## config.mk

```make
export PLATFORM = sky130hd
export DESIGN_NAME = thr_irq_aggr
export DESIGN_NICKNAME = d
export VERILOG_FILES = /design/src/rtl/tirq_pkg.sv /design/src/rtl/tirq_pend_stage.sv /design/src/rtl/tirq_win_decode.sv /design/src/rtl/tirq_cfg_regs.sv /design/src/rtl/thr_irq_aggr.sv
export SDC_FILE = /design/constraint.sdc
export NUM_CORES = 1
export LEC_CHECK = 0
export ABC_AREA = 1
export BUFFER_PORTS_ARGS = -buffer_cell sky130_fd_sc_hd__buf_2
export CAP_MARGIN = 20
export CORE_MARGIN = 8
export CORE_UTILIZATION = 41
export DETAILED_ROUTE_END_ITERATION = 16
export HOLD_SLACK_MARGIN = 0.02
export PLACE_DENSITY = 0.72
export SKIP_LAST_GASP = 1
export SYNTH_ARGS = -nofsm -noshare
export SYNTH_HDL_FRONTEND = slang
export SYNTH_HIERARCHICAL = 1
export SYNTH_SLANG_ARGS = --single-unit
```

## constraint.sdc

```tcl
create_clock -name clk -period 2.7 [get_ports clk]
set_input_delay 0.27 -clock clk [delete_from_list [all_inputs] [get_ports clk]]
set_output_delay 0.27 -clock clk [all_outputs]
set_load 0.01 [all_outputs]
```

## src/rtl/tirq_pkg.sv

```systemverilog
package tirq_pkg;
   localparam int unsigned DW = 32;

   typedef enum logic [1:0] {
      GREG_NONE = 2'd0,
      GREG_STAT = 2'd1,
      GREG_SLOT = 2'd2
   } greg_e;
endpackage

```

## src/rtl/tirq_pend_stage.sv

```systemverilog
module tirq_pend_stage #(
   parameter int unsigned NT = 16
) (
   input  logic          clk,
   input  logic          rst_n,
   input  logic [NT-1:0] pend_i,
   output logic [NT-1:0] status_n_o
);
   initial begin
      assert (NT >= 1 && NT <= 32) else $error("NT out of range");
   end

   always_ff @(posedge clk or negedge rst_n) begin
      if (!rst_n) status_n_o <= '1;
      else        status_n_o <= ~pend_i;
   end

   logic past_ok;
   always_ff @(posedge clk or negedge rst_n) begin
      if (!rst_n) past_ok <= 1'b0;
      else        past_ok <= 1'b1;
   end

   assert_status_follows_R2: assert property (@(posedge clk) disable iff (!rst_n)
      past_ok |-> ((status_n_o & $past(pend_i)) == '0));
endmodule

```

## src/rtl/tirq_win_decode.sv

```systemverilog
module tirq_win_decode
   import tirq_pkg::*;
#(
   parameter int unsigned AW         = 12,
   parameter int unsigned NT         = 16,
   parameter int unsigned WIN_BASE   = 256,
   parameter int unsigned WIN_STRIDE = 128,
   parameter int unsigned STAT_OFS   = 16,
   parameter int unsigned SLOT_OFS   = 48,
   localparam int unsigned SH        = $clog2(WIN_STRIDE),
   localparam int unsigned IW        = AW - SH
) (
   input  logic          valid_i,
   input  logic [AW-1:0] addr_i,
   output logic          glob_sel_o,
   output greg_e         greg_o,
   output logic [NT-1:0] thr_sel_o,
   output logic [SH-1:0] win_off_o
);
   initial begin
      assert (WIN_STRIDE >= 4 && (1 << SH) == WIN_STRIDE) else $error("stride must be a power of two");
      assert (WIN_BASE + WIN_STRIDE * NT <= (1 << AW)) else $error("windows exceed address space");
      assert (STAT_OFS < WIN_BASE && SLOT_OFS < WIN_BASE && STAT_OFS != SLOT_OFS) else $error("bad global offsets");
   end

   logic [AW-1:0] off;
   logic [IW-1:0] idx;
   logic          in_win;

   assign off    = addr_i - AW'(WIN_BASE);
   assign idx    = off[AW-1:SH];
   assign in_win = valid_i && (addr_i >= AW'(WIN_BASE));

   assign glob_sel_o = valid_i && (addr_i < AW'(WIN_BASE));
   assign win_off_o  = in_win ? off[SH-1:0] : '0;

   for (genvar i = 0; i < NT; i++) begin : g_sel
      assign thr_sel_o[i] = in_win && (idx == IW'(i));
   end

   always_comb begin
      greg_o = GREG_NONE;
      if (glob_sel_o) begin
         if (addr_i == AW'(STAT_OFS))      greg_o = GREG_STAT;
         else if (addr_i == AW'(SLOT_OFS)) greg_o = GREG_SLOT;
      end
   end

   always_comb begin
      assert_onehot_sel_R7: assert ($onehot0({glob_sel_o, thr_sel_o}));
      assert_idle_nosel_R9: assert (valid_i || (!glob_sel_o && thr_sel_o == '0));
   end
endmodule

```

## src/rtl/tirq_cfg_regs.sv

```systemverilog
module tirq_cfg_regs
   import tirq_pkg::*;
#(
   parameter int unsigned NT       = 16,
   parameter logic [DW-1:0] SLOT_RST = '0
) (
   input  logic          clk,
   input  logic          rst_n,
   input  logic          wr_i,
   input  greg_e         greg_i,
   input  logic [DW-1:0] wdata_i,
   input  logic [NT-1:0] status_n_i,
   output logic [DW-1:0] rdata_o,
   output logic [DW-1:0] slot_o
);
   always_ff @(posedge clk or negedge rst_n) begin
      if (!rst_n)                           slot_o <= SLOT_RST;
      else if (wr_i && greg_i == GREG_SLOT) slot_o <= wdata_i;
   end

   always_comb begin
      unique case (greg_i)
         GREG_STAT: rdata_o = DW'(status_n_i);
         GREG_SLOT: rdata_o = slot_o;
         default:   rdata_o = '0;
      endcase
   end

   assert_slot_write_R6: assert property (@(posedge clk) disable iff (!rst_n)
      (wr_i && greg_i == GREG_SLOT) |=> (slot_o == $past(wdata_i)));
   assert_slot_hold_R10: assert property (@(posedge clk) disable iff (!rst_n)
      !(wr_i && greg_i == GREG_SLOT) |=> $stable(slot_o));
endmodule

```

## src/rtl/thr_irq_aggr.sv

```systemverilog
module thr_irq_aggr
   import tirq_pkg::*;
#(
   parameter int unsigned NT         = 16,
   parameter int unsigned AW         = 12,
   parameter int unsigned WIN_BASE   = 256,
   parameter int unsigned WIN_STRIDE = 128,
   parameter int unsigned STAT_OFS   = 16,
   parameter int unsigned SLOT_OFS   = 48,
   parameter logic [31:0] SLOT_RST   = 32'h0,
   localparam int unsigned SH        = $clog2(WIN_STRIDE)
) (
   input  logic          clk,
   input  logic          rst_n,
   input  logic [NT-1:0] pend_i,
   input  logic          acc_valid,
   input  logic          acc_write,
   input  logic [AW-1:0] acc_addr,
   input  logic [31:0]   acc_wdata,
   output logic [31:0]   acc_rdata,
   output logic          irq_o,
   output logic          glob_sel_o,
   output logic [NT-1:0] thr_sel_o,
   output logic [SH-1:0] win_off_o,
   output logic [31:0]   slot_cycles_o
);
   logic [NT-1:0] status_n;
   greg_e         greg;

   tirq_pend_stage #(.NT(NT)) u_pend (
      .clk        (clk),
      .rst_n      (rst_n),
      .pend_i     (pend_i),
      .status_n_o (status_n)
   );

   tirq_win_decode #(
      .AW(AW), .NT(NT), .WIN_BASE(WIN_BASE), .WIN_STRIDE(WIN_STRIDE),
      .STAT_OFS(STAT_OFS), .SLOT_OFS(SLOT_OFS)
   ) u_dec (
      .valid_i    (acc_valid),
      .addr_i     (acc_addr),
      .glob_sel_o (glob_sel_o),
      .greg_o     (greg),
      .thr_sel_o  (thr_sel_o),
      .win_off_o  (win_off_o)
   );

   tirq_cfg_regs #(.NT(NT), .SLOT_RST(SLOT_RST)) u_cfg (
      .clk        (clk),
      .rst_n      (rst_n),
      .wr_i       (acc_write),
      .greg_i     (greg),
      .wdata_i    (acc_wdata),
      .status_n_i (status_n),
      .rdata_o    (acc_rdata),
      .slot_o     (slot_cycles_o)
   );

   assign irq_o = ~&status_n;

   logic past_ok;
   always_ff @(posedge clk or negedge rst_n) begin
      if (!rst_n) past_ok <= 1'b0;
      else        past_ok <= 1'b1;
   end

   assert_irq_on_pend_R4: assert property (@(posedge clk) disable iff (!rst_n)
      (past_ok && $past(|pend_i)) |-> irq_o);
   assert_irq_quiet_R4: assert property (@(posedge clk) disable iff (!rst_n)
      (past_ok && !$past(|pend_i)) |-> !irq_o);

   always_comb begin
      assert_stat_upper_R3: assert (!(acc_valid && acc_addr == AW'(STAT_OFS)) || acc_rdata[31:16] == 16'h0);
   end
endmodule

```

==> results of run 1 <==
[kinds of logic (layout without fill, tap and decap cells)]
group,after synthesis,after routing,share of synthesized area [%]
AO/OA/AOI/OAI,16,16,2.88
buffers and inverters,82,227,13.7
adder cells (fa/ha/maj),5,5,2.25
flip-flops,48,48,43.8
AND/OR/NAND/NOR,245,245,37.4
[cells in the mapped netlist (all sizes together)]
cell / count
nand2: 160
inv: 61
nor2: 45
nand3: 38
dfrtp: 32
buf: 19
a21oi: 16
dfstp: 16
ha: 5
clkbuf: 2
nand4: 1
nor3: 1
[worst paths after layout]
path | startpoint | end | slack [ns] | cells past startpoint
max in group asynchronous | rst_n | u_pend/status_n_o[14] | 1.89 | 2
worst min register to register | u_cfg/slot_o[16] | u_cfg/slot_o[16] | 0.50 | 2
min in group clk | pend_i[4] | u_pend/status_n_o[4] | 0.07 | 2
worst max register to register | u_cfg/slot_o[13] | u_cfg/slot_o[13] | 2.03 | 2
worst max-delay path | acc_addr[8] | acc_rdata[14] | 0.26 | 14
worst min-delay path | rst_n | u_cfg/slot_o[17] | 0.06 | 1
[sequential cells by signal, indices dropped and copies added (netlist names)]
register           cells
u_pend/status_n_o     16
u_cfg/slot_o          32
[area by class of cell]
cell class / instances / area share [%]
flip-flops and latches: 48 / 33.3
inverters: 61 / 6.25
multi-input cells: 266 / 32.4
clock inverters: 2 / 0.342
repair buffers: 158 / 22.3
well taps: 80 / 2.73
clock buffers: 6 / 2.56
[timing repair]
item | in CTS | in global routing
setup buffers | 0 | 0
endpoints found under the setup margin | 0 | 2
resized for setup | 0 | 1
[layer usage]
metal,global-route usage (%),share of wire (%),vias to the layer above
li1,-,-,1455
met1,18.3,42,1251
met2,29.4,50,92
met3,5.92,7.3,6
met4,4.49,0.93,0
met5,0,0,-
[stage by stage]
step,cells,utilization (%),instance area (um2)
final,621,54.8,3660
after global routing,621,54.8,3660
after CTS,621,54.8,3660
after detailed placement,613,53.2,3550
after global placement,613,53.2,3550
after floorplan,396,-,2790
[critical path: stages]
cell     delay, ns
buf_2         0.13
inv_2         0.12
ha_1          0.19
nand2_1       0.10
nor2_1        0.14
inv_1         0.08
nor2_2        0.09
nand3_1       0.10
nor2_2        0.13
ha_2          0.22
buf_12        0.20
nand2_1       0.10
a21oi_1       0.14
buf_2         0.15
[power by group through the flow]
stage / clock (uW) / sequential (uW) / combinational (uW)
floorplan: 0 / 759 / 79.7
global placement: 0 / 760 / 155
detailed placement: 0 / 760 / 158
CTS: 492 / 747 / 158
global route: 520 / 749 / 177
finish: 472 / 747 / 156
==> flow_metrics.tcl, run 1 <==
set metrics [dict create \
    status "complete, no violations" \
    drt.antenna.violating_nets 0 \
    powerDensity_nw_per_um2 375 \
    dieArea_um2 9690 \
    synth_cell_types 19 \
    peakVddDrop_mv 0.234 \
    synthTopCellsByArea "dfrtp_1, nand2_1, dfstp_2, inv_1, nand3_1" \
    nets 609 \
    power_frac_seq_pct 54.3 \
    insertion_delay_ns 0.29 \
    h-tree-depth 2 \
    grt_use_total_pct 16.6 \
    netlist_instances 396 \
    grt_pass1_vias 2872 \
    port-buffer-count 152 \
    p_comb_share_pct 11.4 \
    cp_max_fo 40 \
    setup_slack_ns 0.255 \
    p_sw_uw 338 \
    die_w_um 98.4 \
    start_util_pct 41.7 \
    nFillCells 672 \
    slew_violations 0 \
    via_count 2804 \
    drcViolationCount 0 \
    cts.path.max_buffers 2 \
    cts_buffers 5 \
    hold_ws_ns 0.0623 \
    clockPowerShare_pct 34.3 \
    hold_class "in -> async" \
    cts_tree "yes" \
    finalHoldViolCount 0 \
    routed_wl_um 8160 \
    root_buffer "clkbuf_8" \
    initialDrtViolationCount 108 \
    antenna_cells 0 \
    vias_per_cell 4.52 \
    antenna_found_initial 0 \
    crit_required_ns 2.43 \
    rsz0062_at_grt "no" \
    layout_commonest_cell "nand2_1" \
    yosys.area.top_type "dfrtp_1" \
    globalRouteOverflowTotal 0 \
    p_int_uw 1040 \
    critPathKind "in -> out" \
    setup_tns_ns 0 \
    p_leak_uw 0.00230 \
    ios 153 \
    drt_pass1_iterations 6 \
    seqCellArea_um2 1220 \
    synth-seq-cells 48 \
    die_y_um 98.4 \
    fin_crit_ns 2.44 \
    worst_slew_pin_slew_ns 0.806 \
    setup_viol 0 \
    yosysWarnings 6 \
    relSlewSlack_pct 46.3 \
    dp_slack_ns 0.247 \
    rows 30 \
    areaGrowthSynthToFinish_pct 31.5 \
    holdBufCountCts 0 \
    grt_max_degree 41 \
    crit_arrival_ns 2.17 \
    multi_input_area_um2 1190 \
    period_share_pct 90.6 \
    maxCapViolCount 0 \
    endpoint_kind "output port" \
    fmax_ghz 0.409 \
    syn-num-nets 465 \
    start_kind "input port" \
    swShare_pct 24.6 \
    coreArea_um2 6680 \
    synth_top_area_share_pct 28.8 \
    syn_avg_cell_area_um2 7.03 \
    grt_pass1_wl_um 13400 \
    dp_hpwl_um 6540 \
    cts_sinks 48 \
    syn-cell-area_um2 2790 \
    ys_seq_area_share_pct 43.8 \
    cts.clk_slew.worst_paths_ns 0.09 \
    p_total_uw 1370 \
    wl_per_cell_um 13.1 \
    layout_common_cells "nand2_1, buf_2, inv_1" \
    drive_above_1_share_pct 39.2 \
    fin_worst_skew_ns 0 \
    globalplace.congestion 0.877 \
]
No activity file was read; power rests on OpenSTA's default activity.
==> inputs of run 2 (changes only) <==
==> constraint.sdc (replaced) <==
create_clock -name clk -period 2.7 [get_ports clk]
set_input_delay 0.54 -clock clk [delete_from_list [all_inputs] [get_ports clk]]
set_output_delay 0.54 -clock clk [all_outputs]
set_load 0.01 [all_outputs]
==> run 2 against run 1 <==
  * Critical path depth unchanged
  * Worst hold slack improved by 0.27 ns
  * Wire length is 9.2% higher
  * Cell area up 17%
  * Register-to-register slack about the same
  * Die area stayed put
  * Via count increased by 9.1%
  * Highest routed layer unchanged
  * Clock-buffer cell count decreased by 1
  * Maximum frequency shrank 13%
  * Cell count is 3.5% higher
  * Critical endpoint is now acc_rdata[0]
  * The run now ends with setup timing left
  * Clock power up 31%
==> flow_metrics.tcl, run 2 (synthesized netlist as in run 1, its figures left out) <==
set metrics [dict create \
    status "finished with violations" \
    violations "setup timing" \
    grt_use_total_pct 17.0 \
    setup_viol 32 \
    period_share_pct 104 \
    cts_tree "yes" \
    fmax_ghz 0.357 \
    routed.top_layer "met4" \
    port-buffer-count 152 \
    timing.critical_path.buf_inv 5 \
    die_y_um 98.4 \
    vias_per_cell 4.76 \
    layout_commonest_cell "nand2_1" \
    start_kind "input port" \
    critPathKind "in -> out" \
    wl_per_cell_um 13.9 \
    final_util_pct 64.3 \
    start_util_pct 41.7 \
    crit_required_ns 2.16 \
    drt.antenna.violating_nets 0 \
    endpoint_kind "output port" \
    drcViolationCount 0 \
    ios 153 \
    rsz0062_at_grt "yes" \
    dr_wl_met3_um 604 \
    grt_max_degree 45 \
    drive_above_1_share_pct 49.2 \
    path_cells "buf_6, inv_4, ha_4, nand2_2, nor2_2, inv_1, nor2_2, nand3_2, nor2_4, ha_2, buf_12, nand2_1, a21oi_4, buf_6" \
    cts.clk_slew.worst_paths_ns 0.09 \
    rows 30 \
    nFillCells 556 \
    h-tree-depth 2 \
    setup_slack_ns -0.104 \
    slew_violations 0 \
    dieArea_um2 9690 \
    cp_max_fo 16 \
    wl_met2_um 4620 \
    critPathSlowestCell "ha_2" \
    worst_slew_pin_slew_ns 0.948 \
    grt_pass1_wl_um 13700 \
    nets 631 \
    regMostFlops "u_cfg/slot_o" \
    die_w_um 98.4 \
    crit_arrival_ns 2.26 \
    setup_tns_ns -2.14 \
    hold_class "in -> reg" \
    cts.path.max_buffers 2 \
    critPathMaxStageDelay_ns 0.20 \
    largest_reg_flops 32 \
    globalplace.congestion 0.867 \
    cts_buffers 5 \
    cts_sinks 48 \
    layout_common_cells "nand2_1, buf_2, inv_1" \
    root_buffer "clkbuf_8" \
    crit_family "simple AND/OR/NAND/NOR gates" \
    p_leak_uw 0.00251 \
    areaGrowthSynthToFinish_pct 54.3 \
    coreArea_um2 6680 \
    via_count 3058 \
    grt_pass1_vias 2960 \
    globalRouteOverflowTotal 0 \
    powerDensity_nw_per_um2 358 \
    fin_worst_skew_ns 0 \
    routed_wl_um 8910 \
    peakVddDrop_mv 0.271 \
    drt_pass1_iterations 4 \
    fin_crit_ns 2.80 \
    relSlewSlack_pct 36.8 \
    met1Wirelength_um 3530 \
    top_regs "u_cfg/slot_o x32, u_pend/status_n_o x16" \
    insertion_delay_ns 0.29 \
    antenna_cells 0 \
    maxCapViolCount 0 \
    dp_hpwl_um 6700 \
    antenna_found_initial 0 \
    initialDrtViolationCount 149 \
    finalHoldViolCount 0 \
]
-- run 2: cell count changes in the layout (fill, tap and decap cells not counted), sizes merged --
| cell | delta |
|---|---|
| bufinv | +2 |
| clkbuf | +2 |
| clkinv | -1 |
| inv | +1 |
| clkinvlp | -1 |
| buf | +19 |
-- run 2: layout make-up --
cell class | instances | area [um2] | share of cell area (%)
sequential | 48 | 1220 | 28.4
clock buffer | 5 | 68.8 | 1.60
tap | 80 | 100 | 2.33
timing repair buffer | 180 | 1180 | 27.4
multi-input combinational | 266 | 1430 | 33.2
clock inverter | 3 | 68.8 | 1.60
inverter | 61 | 234 | 5.45
-- run 2: metal layers --
layer | vias up | global-route usage (%)
met3 | 14 | 5.57
li1 | 1502 | -
met5 | - | 0
met2 | 103 | 30.0
met1 | 1439 | 18.6
met4 | 0 | 6.49
-- run 2: final timing paths --
kind                                        from                     to  slack [ns]  cells past startpoint
worst min-delay path                  pend_i[13]  u_pend/status_n_o[13]        0.33                      2
worst max register to register  u_cfg/slot_o[30]       u_cfg/slot_o[30]        2.02                      2
min in group asynchronous                  rst_n       u_cfg/slot_o[13]        0.39                      1
max in group asynchronous                  rst_n   u_pend/status_n_o[0]        1.62                      2
worst max-delay path                 acc_addr[9]           acc_rdata[0]       -0.10                     14
worst min register to register  u_cfg/slot_o[22]       u_cfg/slot_o[22]        0.50                      2
-- run 2: timing repair --
| item | 4_1_cts | 5_1_grt |
|---|---|---|
| pin swaps | 4 | 10 |
| buffers inserted | 2 | 8 |
| gates resized for setup | 10 | 47 |
| hold buffers | 0 | 0 |
| setup endpoints to repair | 32 | 32 |
| gates cloned | 1 | 2 |
-- run 2: where the power goes --
group / total [uW] / internal, uW / leakage (uW) / switching [uW]
sequential: 748 / 741 / 0.000616 / 7.38
clock: 617 / 373 / 0.0000687 / 244
combinational: 174 / 70.1 / 0.00182 / 104
-- run 2: metrics by stage --
step | hold slack (ns) | instances | setup slack, ns | cell area (um2) | power, uW
6_report | 0.331 | 643 | -0.104 | 4300 | 1540
5_1_grt | 0.322 | 643 | -0.217 | 4300 | 1600
4_1_cts | 0.324 | 633 | -0.0200 | 4010 | 1550
3_5_place_dp | 0.483 | 622 | -0.130 | 3790 | 928
3_3_place_gp | 0.475 | 622 | -0.0558 | 3790 | 923
2_1_floorplan | 0.244 | 396 | 0.0117 | 2940 | 841
